[src/rtl/useq_pkg.sv]
package useq_pkg;

  typedef enum logic [1:0] {
    SEQ_INC = 2'b00,
    SEQ_RET = 2'b01,
    SEQ_MAP = 2'b10,
    SEQ_BR  = 2'b11
  } seq_op_e;

  localparam int unsigned ARCH_FLAG_W  = 5;
  localparam int unsigned MICRO_FLAG_W = 4;

  // Condition select code layout
  localparam int unsigned SEL_CONST1   = 0;
  localparam int unsigned SEL_ARCH_LO  = 1;
  localparam int unsigned SEL_MICRO_LO = SEL_ARCH_LO + ARCH_FLAG_W;
  localparam int unsigned SEL_IRQ      = SEL_MICRO_LO + MICRO_FLAG_W;

endpackage

[src/rtl/useq_cond_sel.sv]
module useq_cond_sel
  import useq_pkg::*;
#(
  parameter int unsigned SEL_W = 4
) (
  input  logic [SEL_W-1:0]        sel,
  input  logic                    invert,
  input  logic [ARCH_FLAG_W-1:0]  arch_flags,
  input  logic [MICRO_FLAG_W-1:0] micro_flags,
  input  logic                    irq,
  output logic                    cond_true
);

  localparam int unsigned NSRC = 2 ** SEL_W;

  logic [NSRC-1:0] src;

  // One source per select code; codes past the interrupt line read as 0.
  for (genvar i = 0; i < NSRC; i++) begin : g_src
    if (i == SEL_CONST1) begin : g_one
      assign src[i] = 1'b1;
    end else if (i < SEL_MICRO_LO) begin : g_arch
      assign src[i] = arch_flags[i-SEL_ARCH_LO];
    end else if (i < SEL_IRQ) begin : g_micro
      assign src[i] = micro_flags[i-SEL_MICRO_LO];
    end else if (i == SEL_IRQ) begin : g_irq
      assign src[i] = irq;
    end else begin : g_zero
      assign src[i] = 1'b0;
    end
  end

  assign cond_true = src[sel] ^ invert;

endmodule

[src/rtl/useq_next_sel.sv]
module useq_next_sel
  import useq_pkg::*;
#(
  parameter int unsigned ADDR_W = 8
) (
  input  seq_op_e           op,
  input  logic              link,
  input  logic              cond,
  input  logic [ADDR_W-1:0] car,
  input  logic [ADDR_W-1:0] map_addr,
  input  logic [ADDR_W-1:0] target,
  input  logic [ADDR_W-1:0] ret,
  output logic [ADDR_W-1:0] car_nxt,
  output logic              ret_we,
  output logic [ADDR_W-1:0] ret_nxt
);

  localparam logic [ADDR_W-1:0] ADDR_ONE = ADDR_W'(1);

  logic [ADDR_W-1:0] car_inc;

  assign car_inc = car + ADDR_ONE;
  assign ret_nxt = car_inc;

  always_comb begin
    car_nxt = car_inc;
    ret_we  = 1'b0;
    case (op)
      SEQ_INC: car_nxt = car_inc;
      SEQ_RET: car_nxt = ret;
      SEQ_MAP: car_nxt = map_addr;
      SEQ_BR: begin
        if (cond) begin
          car_nxt = target;
          ret_we  = link;
        end
      end
      default: car_nxt = car_inc;
    endcase
  end

endmodule

[src/rtl/useq_ret_reg.sv]
module useq_ret_reg #(
  parameter int unsigned ADDR_W = 8
) (
  input  logic              clk,
  input  logic              rst_n,
  input  logic              we,
  input  logic [ADDR_W-1:0] d,
  output logic [ADDR_W-1:0] q
);

  logic [ADDR_W-1:0] q_nxt;

  always_comb begin
    q_nxt = q;
    if (we) q_nxt = d;
  end

  always_ff @(posedge clk or negedge rst_n) begin
    if (!rst_n) q <= '0;
    else        q <= q_nxt;
  end

  // without a write enable the saved address holds
  p_ret_hold_r10: assert property (@(posedge clk) disable iff (!rst_n)
    !we |=> q == $past(q));

endmodule

[src/rtl/useq_core.sv]
module useq_core
  import useq_pkg::*;
#(
  parameter int unsigned ADDR_W = 8,
  parameter int unsigned SEL_W  = 4
) (
  input  logic              clk,
  input  logic              rst_n,
  input  logic [1:0]        seq_op,
  input  logic              link_en,
  input  logic              cond_invert,
  input  logic [SEL_W-1:0]  cond_sel,
  input  logic [ADDR_W-1:0] branch_target,
  input  logic [ADDR_W-1:0] map_addr,
  input  logic [4:0]        arch_flags,
  input  logic [3:0]        micro_flags,
  input  logic              irq,
  output logic [ADDR_W-1:0] car
);

  localparam logic [ADDR_W-1:0] ADDR_ONE = ADDR_W'(1);

  seq_op_e           op;
  logic              cond;
  logic [ADDR_W-1:0] car_q;
  logic [ADDR_W-1:0] car_nxt;
  logic              ret_we;
  logic [ADDR_W-1:0] ret_d;
  logic [ADDR_W-1:0] ret_q;

  assign op  = seq_op_e'(seq_op);
  assign car = car_q;

  useq_cond_sel #(.SEL_W(SEL_W)) u_cond (
    .sel         (cond_sel),
    .invert      (cond_invert),
    .arch_flags  (arch_flags),
    .micro_flags (micro_flags),
    .irq         (irq),
    .cond_true   (cond)
  );

  useq_next_sel #(.ADDR_W(ADDR_W)) u_next (
    .op       (op),
    .link     (link_en),
    .cond     (cond),
    .car      (car_q),
    .map_addr (map_addr),
    .target   (branch_target),
    .ret      (ret_q),
    .car_nxt  (car_nxt),
    .ret_we   (ret_we),
    .ret_nxt  (ret_d)
  );

  useq_ret_reg #(.ADDR_W(ADDR_W)) u_ret (
    .clk   (clk),
    .rst_n (rst_n),
    .we    (ret_we),
    .d     (ret_d),
    .q     (ret_q)
  );

  always_ff @(posedge clk or negedge rst_n) begin
    if (!rst_n) car_q <= '0;
    else        car_q <= car_nxt;
  end

  p_inc_r2: assert property (@(posedge clk) disable iff (!rst_n)
    seq_op == 2'b00 |=> car_q == $past(car_q) + ADDR_ONE);

  p_ret_r3: assert property (@(posedge clk) disable iff (!rst_n)
    seq_op == 2'b01 |=> car_q == $past(ret_q));

  p_map_r4: assert property (@(posedge clk) disable iff (!rst_n)
    seq_op == 2'b10 |=> car_q == $past(map_addr));

  p_jump_keep_r5: assert property (@(posedge clk) disable iff (!rst_n)
    (seq_op == 2'b11 && !link_en) |=> ret_q == $past(ret_q));

  p_call_save_r6: assert property (@(posedge clk) disable iff (!rst_n)
    (seq_op == 2'b11 && link_en && cond) |=>
      (ret_q == $past(car_q) + ADDR_ONE) && (car_q == $past(branch_target)));

  p_invert_r7: assert property (@(posedge clk) disable iff (!rst_n)
    (seq_op == 2'b11 && cond_sel == '0 && cond_invert) |=>
      car_q == $past(car_q) + ADDR_ONE);

  p_zero_flag_r8: assert property (@(posedge clk) disable iff (!rst_n)
    (seq_op == 2'b11 && cond_sel == SEL_W'(1) && (arch_flags[0] ^ cond_invert)) |=>
      car_q == $past(branch_target));

  p_unused_sel_r9: assert property (@(posedge clk) disable iff (!rst_n)
    (seq_op == 2'b11 && cond_sel >= SEL_W'(11) && !cond_invert) |=>
      car_q == $past(car_q) + ADDR_ONE);

endmodule

[config.mk]
export PLATFORM = sky130hd
export DESIGN_NAME = useq_core
export DESIGN_NICKNAME = d
export VERILOG_FILES = /design/src/rtl/useq_pkg.sv /design/src/rtl/useq_cond_sel.sv /design/src/rtl/useq_next_sel.sv /design/src/rtl/useq_ret_reg.sv /design/src/rtl/useq_core.sv
export SDC_FILE = /design/constraint.sdc
export NUM_CORES = 1
export LEC_CHECK = 0
export CORE_MARGIN = 1.5
export CORE_UTILIZATION = 42
export DETAILED_ROUTE_END_ITERATION = 16
export PLACE_DENSITY = 0.87
export SYNTH_ARGS = -nofsm -noshare
export SYNTH_HDL_FRONTEND = slang
export SYNTH_SLANG_ARGS = --single-unit
[constraint.sdc]
create_clock -name clk -period 1.99 [get_ports clk]
set_input_delay 0.4975 -clock clk [delete_from_list [all_inputs] [get_ports clk]]
set_output_delay 0.4975 -clock clk [all_outputs]
set_load 0.05 [all_outputs]
# Word level (Yosys, flattened, before mapping)
# Index checks and enable logic that the tools add are counted.
# W data, S select, Z words.
dict set report word_totals {
  ff_bits 16
  out_inout_bits 8
}
dict set report op_classes {
  reduce_logical 1
  bitwise_logic 1
  magnitude_cmp 1
  mux 6
  n_eq_ne 3
  n_addsub 1
}
# operator count
set op_table {}
lappend op_table {{$pmux W8 S4} 1}
lappend op_table {{$add A8 B1 Y8 const B} 1}
lappend op_table {{$mux W8} 1}
lappend op_table {{$lt A4 B5 Y1 const B} 1}
lappend op_table {{$bmux W1 S4} 1}
lappend op_table {{$eq A2 B2 Y1 const B} 2}
lappend op_table {{$mux W1} 3}
lappend op_table {{$eq A2 B1 Y1 const B} 1}
lappend op_table {{$logic_not A2 Y1} 1}
lappend op_table {{$xor A1 B1 Y1} 1}

# Depth between registers and ports, before layout
# Gate-level depths: netlist of the first run.
dict set report depth {
  depth_word 5
  depth_mapped 6
  mapped_depth_nobuf 6
}

# Hierarchy
# From an unflattened synthesis of the first run, not the netlist that was laid out.
dict set report unflattened {
  cells_unflattened 98
  hier_area_um2 1074.8
}
# module n_inst area_per_inst_um2 cells_each
set by_module_without_submodules {}
lappend by_module_without_submodules {useq_next_sel 1 419.2 57}
lappend by_module_without_submodules {useq_ret_reg 1 331.6 17}
lappend by_module_without_submodules {useq_core 1 200.2 8}
lappend by_module_without_submodules {useq_cond_sel 1 123.9 16}

# Worst setup path after synthesis of the first run
# OpenSTA, ideal clock, no wires.
dict set report synth_path {
  path_type {in2reg}
  from {input port cond_sel[0]}
  to {register car_q[3], in the netlist car[3]}
  path_stages 6
  arrival_ns 2.575
  setup_slack_ns -0.723
  setup_time_ns 0.138
  cell_sequence {mux4_2 -> and3b_1 -> a311oi_2 -> xor2_4 -> mux2_4 -> mux4_2}
}
dict set report synth_via {
  elab_chain_cells 5
}
# item line
set synth_rtl {}
lappend synth_rtl {{start, declared} useq_core.sv:12} ;# input logic [SEL_W-1:0] cond_sel,
lappend synth_rtl {{$bmux W1 S4} useq_cond_sel.sv:33} ;# assign cond_true = src[sel] ^ invert;
lappend synth_rtl {{$mux W1 (not written as such)} useq_cond_sel.sv:33}
lappend synth_rtl {{$xor A1 B1 Y1} useq_cond_sel.sv:33}
lappend synth_rtl {{$mux W8} useq_next_sel.sv:33} ;# if (cond) begin
lappend synth_rtl {{$pmux W8 S4} useq_next_sel.sv:28} ;# case (op)
lappend synth_rtl {{named net car_nxt[3]} useq_core.sv:26} ;# logic [ADDR_W-1:0] car_nxt;
lappend synth_rtl {{end signal, assigned} useq_core.sv:66} ;# else car_q <= car_nxt;
lappend synth_rtl {{end, declared} useq_core.sv:25} ;# logic [ADDR_W-1:0] car_q;
# The timed path passes the listed nets, and every way through them passes these cells. The select of a mux whose other input is x is not followed.
# A chain may end at the register's enable or synchronous reset.

# Final worst setup path of the first run
# Same ends and word-level chain as after synthesis.

==> reports/summary.txt, run 1 <==
Run status -> finished with violations
Violated checks -> setup timing
XOR/XNOR share of the synthesized area -> 7.416%
Vias per inst -> 5.572
Final WL -> 3306 um
GRT Util Overall -> 25.12%
First-pass GRT wire length -> 5002 um
Vias in the first global route -> 1152
Final layout net count -> 203
Die width -> 53.71 um
Syn avg cell area -> 10.19 um2
Clock slew at reported path FFs -> 0.09 ns
Synth Area in Simple Gates -> 11.12%
CP endpoint -> car[3]
Crit path max fanout -> 3
Post-route ant nets -> 0
Maximum clock rate -> 412.0 MHz
Total congestion overflow -> 0
Pleak -> 0.7610 nW
Final Power -> 0.001679 W
Crit path top cell by count -> mux4_2
Synth area leaders -> dfrtp_1, mux2_2, mux2i_1
Crit path capture type -> register
Most frequent cells in the layout -> clkdlybuf4s50_1, buf_4, dfrtp_1
Yosys top cell by area -> dfrtp_1
IO buf count -> 43
Met3 usage -> 4.167%
Worst path arrival time -> 2.59 ns
Row count -> 18
Cell Area, Synth -> 0.001080 mm2
Inst Count DP -> 189
Clock Latency Late Sink -> 0.29 ns
Initial antenna violation count -> 0
Clock skew -> 0.004701 ns
Mux cell area share after synthesis -> 24.80%
Die area -> 0.002884 mm2
Filler cell count -> 199
RSZ-0062 raised after global routing -> true
Initial core utilization -> 43.99%
Final setup fails -> 16
Final period util -> 122.0%
DR DRC count -> 0
Clk sinks -> 16
Crit-path leading delay family -> multiplexers
CTS Buf Count -> 3
R2R setup slack -> 0.09 ns
DRT iter0 DRCs -> 28
Warnings, synthesis -> 0
Max Slew Vio Count -> 0
Most common cell after layout, fill and taps aside -> clkdlybuf4s50_1
First drt pass iteration count -> 4
Synth cell types -> 24
Max VDD drop -> 0.0009302 V
Worst path required time -> 2.15 ns
Io pins -> 44
Sequential area share after synthesis -> 37.08%
Min-Delay Path Class -> reg2reg
Tmin final -> 2.427 ns
Die extent in y -> 53.71 um
Setup TNS Final -> -5.766 ns
Placed cell area -> 0.001625 mm2
Pre-CTS setup slack -> -1.194 ns
R2r worst-path depth -> 5
Power density cells -> 992.7 mW/mm2
Gpl congestion -> 0.7758
Crit-path max cell delay -> 0.48 ns
Worst setup margin -> -0.4369 ns
Setup Crit Path Kind -> in2reg
Post-route design area -> 0.001692 mm2
CP cell instances -> buf_6 > mux4_2 > and3b_1 > a311oi_4 > xor2_4 > mux2_4 > mux4_2
Launch point of the worst reg-to-reg path -> car[1]
Wire length per cell -> 17.04 um
Buffers & Inverters on Critical Path -> 1
Finished Layout Cells -> 194
Crit-path slowest cell -> mux4_2
Hold Fails Final Rpt -> 0
Fraction of layout instances using a drive strength above 1 -> 31.10%
Post-Syn Instances -> 106
Via count -> 1081
CTS tree -> built
CTS Hold Bufs -> 0
Area Overhead vs Synth -> 56.66%
CTS root buf -> clkbuf_4
Top Usage Layer GRT -> met2
Synth Area in Adders -> 1.159%
Largest net degree at the start of global routing -> 17
Critical Path Stages -> 7
Compound-gate portion of the synthesized area -> 15.30%
Least-Margin Pin Slew -> 0.3583 ns
DP HPWL -> 2537 um
Max cap viols -> 0
Core area -> 0.002455 mm2
Worst reg2reg path endpoint -> car[4]
Clock buffer depth -> 2
CP Launch Type -> input pin
Post-Syn Nets -> 143
Slew HR -> 75.94%
Yosys reg bits -> 16
Top cell type's share of synthesized area -> 37.08%
Met2 usage -> 50.61%
Crit path from -> cond_sel[0]
Largest family of logic cells by synthesized area -> multiplexers
Met1 Track Usage GR -> 23.87%
ANT cells -> 0
H-Tree Depth -> 1
==> cell families (layout without fill, tap and decap cells) <==
family	after synthesis	count (layout)
muxes	21	21
xor gates and xnor gates	7	7
DFF	16	16
buffers and inverters	9	67
AOI/OAI and AO/OA	29	29
adders and majority gates	1	1
and+or+nand+nor	23	23
==> routing by layer <==
layer | part of all wire [%] | up-vias
li1 | - | 505
met1 | 35 | 505
met2 | 56 | 59
met3 | 6.1 | 12
met4 | 2.4 | 0
met5 | 0 | -
==> registers in the layout, summed over array words and instances, names as in the netlist <==
signal	count
u_ret.q	8
car	8
==> through the flow <==
step / hold slack (ns) / utilization (%)
after floorplan: 0.2019 / -
after global placement: 0.4815 / 66.21
after detailed placement: 0.4953 / 66.21
after CTS: 0.5165 / 68.71
after global routing: 0.5392 / 68.91
final: 0.5126 / 68.91
==> layout make-up <==
| type | count | area [um2] | area share (%) |
|---|---|---|---|
| tap | 30 | 37.54 | 2.219 |
| sequential | 16 | 400.4 | 23.67 |
| clock buffer | 3 | 22.52 | 1.331 |
| multi-input combinational | 81 | 693.2 | 40.98 |
| inverter | 6 | 22.52 | 1.331 |
| timing repair buffer | 58 | 515.5 | 30.47 |
==> where the power goes <==
group	leakage (nW)	internal (W)	switching, W
sequential	0.195	0.000458	0.000116
combinational	0.552	0.000425	0.000507
clock	0.0138	0.0000704	0.000104
total	0.761	0.000953	0.000727
==> cell usage after synthesis, drive strengths merged <==
cell	n
a2111oi	1
ha	1
mux2	10
a21oi	12
clkbuf	3
o21ai	10
mux2i	8
nor3b	1
nor2	6
xor2	2
nand2	3
inv	6
nand3	6
mux4	3
nor2b	4
and3	2
o22ai	5
xnor2	5
a311oi	1
and3b	1
dfrtp	16
==> how the worst min path moves through the flow <==
stage	from	endpoint	slack [ns]	cells past startpoint
6_report	u_ret.q[6]	u_ret.q[6]	0.51	1
5_1_grt	rst_n	car[3]	0.54	2
4_1_cts	u_ret.q[6]	u_ret.q[6]	0.52	1
3_5_place_dp	u_ret.q[6]	u_ret.q[6]	0.50	1
3_3_place_gp	u_ret.q[5]	u_ret.q[5]	0.48	1
2_1_floorplan	rst_n	car[0]	0.20	0
==> what timing repair did <==
item	4_1_cts	5_1_grt
setup buffers	3	0
gates resized for setup	31	3
endpoints found under the setup margin	16	16
pin swaps	4	4
(Power assumes the default switching activity.)
==> run 2: changes to the inputs <==
--- a/config.mk
+++ b/config.mk
@@ -7,6 +7,7 @@
 export LEC_CHECK = 0
 export CORE_MARGIN = 1.5
 export CORE_UTILIZATION = 42
+export CTS_CLUSTER_SIZE = 12
 export DETAILED_ROUTE_END_ITERATION = 16
 export PLACE_DENSITY = 0.87
 export SYNTH_ARGS = -nofsm -noshare
==> results of run 2 <==
Same layout as run 1: the final DEF is identical, and so are final timing and power.
==> run 3: changes to the inputs <==
--- a/config.mk
+++ b/config.mk
@@ -5,7 +5,7 @@
 export SDC_FILE = /design/constraint.sdc
 export NUM_CORES = 1
 export LEC_CHECK = 0
-export CORE_MARGIN = 1.5
+export CORE_MARGIN = 5
 export CORE_UTILIZATION = 42
 export CTS_CLUSTER_SIZE = 12
 export DETAILED_ROUTE_END_ITERATION = 16
==> reports/summary.txt, run 3 (same netlist as run 1, synthesis figures left out) <==
Crit-path max cell delay -> 0.47 ns
Initial antenna violation count -> 0
Die area -> 0.003685 mm2
Min-Delay Path Class -> reg2reg
Clk sinks -> 16
Post-route ant nets -> 0
Crit path capture type -> register
RSZ-0062 raised after global routing -> true
Violated checks -> setup timing
Final period util -> 121.9%
Wire length per cell -> 16.25 um
Row count -> 18
Setup TNS Final -> -5.548 ns
GRT Util Overall -> 18.47%
Crit path max fanout -> 4
Max cap viols -> 0
CTS Buf Count -> 3
Slew HR -> 76.42%
Final setup fails -> 16
Met2 usage -> 33.28%
Met3 usage -> 3.830%
Die extent in y -> 60.71 um
Crit-path leading delay family -> multiplexers
Clock buffer depth -> 2
Run status -> finished with violations
Pre-CTS setup slack -> -1.293 ns
Setup Crit Path Kind -> in2reg
Total congestion overflow -> 0
Final WL -> 3233 um
CTS root buf -> clkbuf_4
First drt pass iteration count -> 4
Vias per inst -> 5.467
Largest net degree at the start of global routing -> 17
Buffers & Inverters on Critical Path -> 1
Max VDD drop -> 0.001035 V
Combinational Power Share -> 54.4%
DRT iter0 DRCs -> 59
Net Sw Power -> 0.0007082 W
Least-Margin Pin Slew -> 0.3537 ns
Clock Latency Late Sink -> 0.29 ns
Max Slew Vio Count -> 0
DR DRC count -> 0
Maximum clock rate -> 412.2 MHz
Clock skew -> 0.004908 ns
Tmin final -> 2.426 ns
Crit path top cell by count -> mux4_2
IO buf count -> 43
Pleak -> 0.7984 nW
ANT cells -> 0
Hold_ws -> 0.5066 ns
CP cell instances -> buf_6 > mux4_2 > and3b_2 > a311oi_4 > xor2_4 > mux2_4 > mux4_2
Crit-path slowest cell -> mux4_2
Power density cells -> 985.8 mW/mm2
DP HPWL -> 2579 um
Worst setup margin -> -0.4359 ns
Most frequent cells in the layout -> clkdlybuf4s50_1, buf_4, dfrtp_1
Vias in the first global route -> 1114
Hold Fails Final Rpt -> 0
Switch share -> 41.19%
Area Overhead vs Synth -> 61.53%
H-Tree Depth -> 1
Sequential Power Share -> 32.7%
CP Launch Type -> input pin
Gpl congestion -> 0.8174
Met1 Track Usage GR -> 20.90%
Initial core utilization -> 43.59%
Worst path required time -> 2.17 ns
First-pass GRT wire length -> 5071 um
Io pins -> 44
Clock slew at reported path FFs -> 0.10 ns
Worst path arrival time -> 2.60 ns
Clk network pwr share -> 12.9%
Final layout net count -> 207
Top Usage Layer GRT -> met2
Fin util -> 70.40%
Core area -> 0.002477 mm2
Most common cell after layout, fill and taps aside -> clkdlybuf4s50_1
Pint -> 0.001011 W
Fraction of layout instances using a drive strength above 1 -> 33.73%
CTS tree -> built
Die width -> 60.71 um
Via count -> 1088
==> run 3: changes by cell type in the layout (fill, tap and decap cells not counted), sizes merged <==
cell | before | now
buf | 28 | 33
clkdlybuf4s15 | 1 | 0
clkdlybuf4s50 | 25 | 24
dlymetal6s2s | 2 | 3
clkbuf | 3 | 4
==> run 3: metrics by stage <==
step	cell area, um2	total power, W	std cells
final	1744	0.001719	199
after global placement	1640	0.001422	191
after global routing	1744	0.001805	199
after CTS	1718	0.001702	198
after detailed placement	1640	0.001461	191
after floorplan	1091	0.001137	106
==> run 3: power groups by stage <==
stage,Sequential (W),Clock (W),Combinational (W)
after detailed placement,0.000567,0,0.000894
after floorplan,0.000748,0,0.000389
after global placement,0.000557,0,0.000865
after CTS,0.000560,0.000224,0.000919
final,0.000562,0.000222,0.000936
after global routing,0.000578,0.000234,0.000993
==> run 3: repair_timing <==
| action | in CTS | in global routing |
|---|---|---|
| gates resized for setup | 33 | 8 |
| hold endpoints to repair | 0 | 0 |
| setup buffers | 3 | 2 |
| pin swaps | 4 | 6 |
| setup endpoints to repair | 16 | 16 |
| hold buffers | 0 | 0 |
==> run 3: worst paths after layout <==
path                             startpoint         end  slack (ns)  cells past startpoint
max in group asynchronous             rst_n  u_ret.q[6]        1.28                      2
min in group asynchronous             rst_n      car[5]        0.53                      2
worst min-delay path             u_ret.q[7]  u_ret.q[7]        0.51                      1
worst max-delay path            cond_sel[0]      car[3]       -0.44                      7
worst min register to register   u_ret.q[7]  u_ret.q[7]        0.51                      1
worst max register to register       car[1]      car[4]        0.26                      5
==> run 3: metal layers <==
| metal | wire length, um | part of all wire, % |
|---|---|---|
| met4 | 60 | 1.9 |
| met3 | 318 | 9.8 |
| met1 | 1213 | 38 |
| met5 | 0 | 0 |
| met2 | 1640 | 51 |
==> run 3: final cells by class <==
cell class	instances	area (um2)
Timing Repair Buffer	62	553.0
Tap cell	30	37.54
Inverter	6	22.52
Multi-Input combinational cell	81	694.4
Fill cell	194	733.2
Clock buffer	4	36.28
Sequential cell	16	400.4
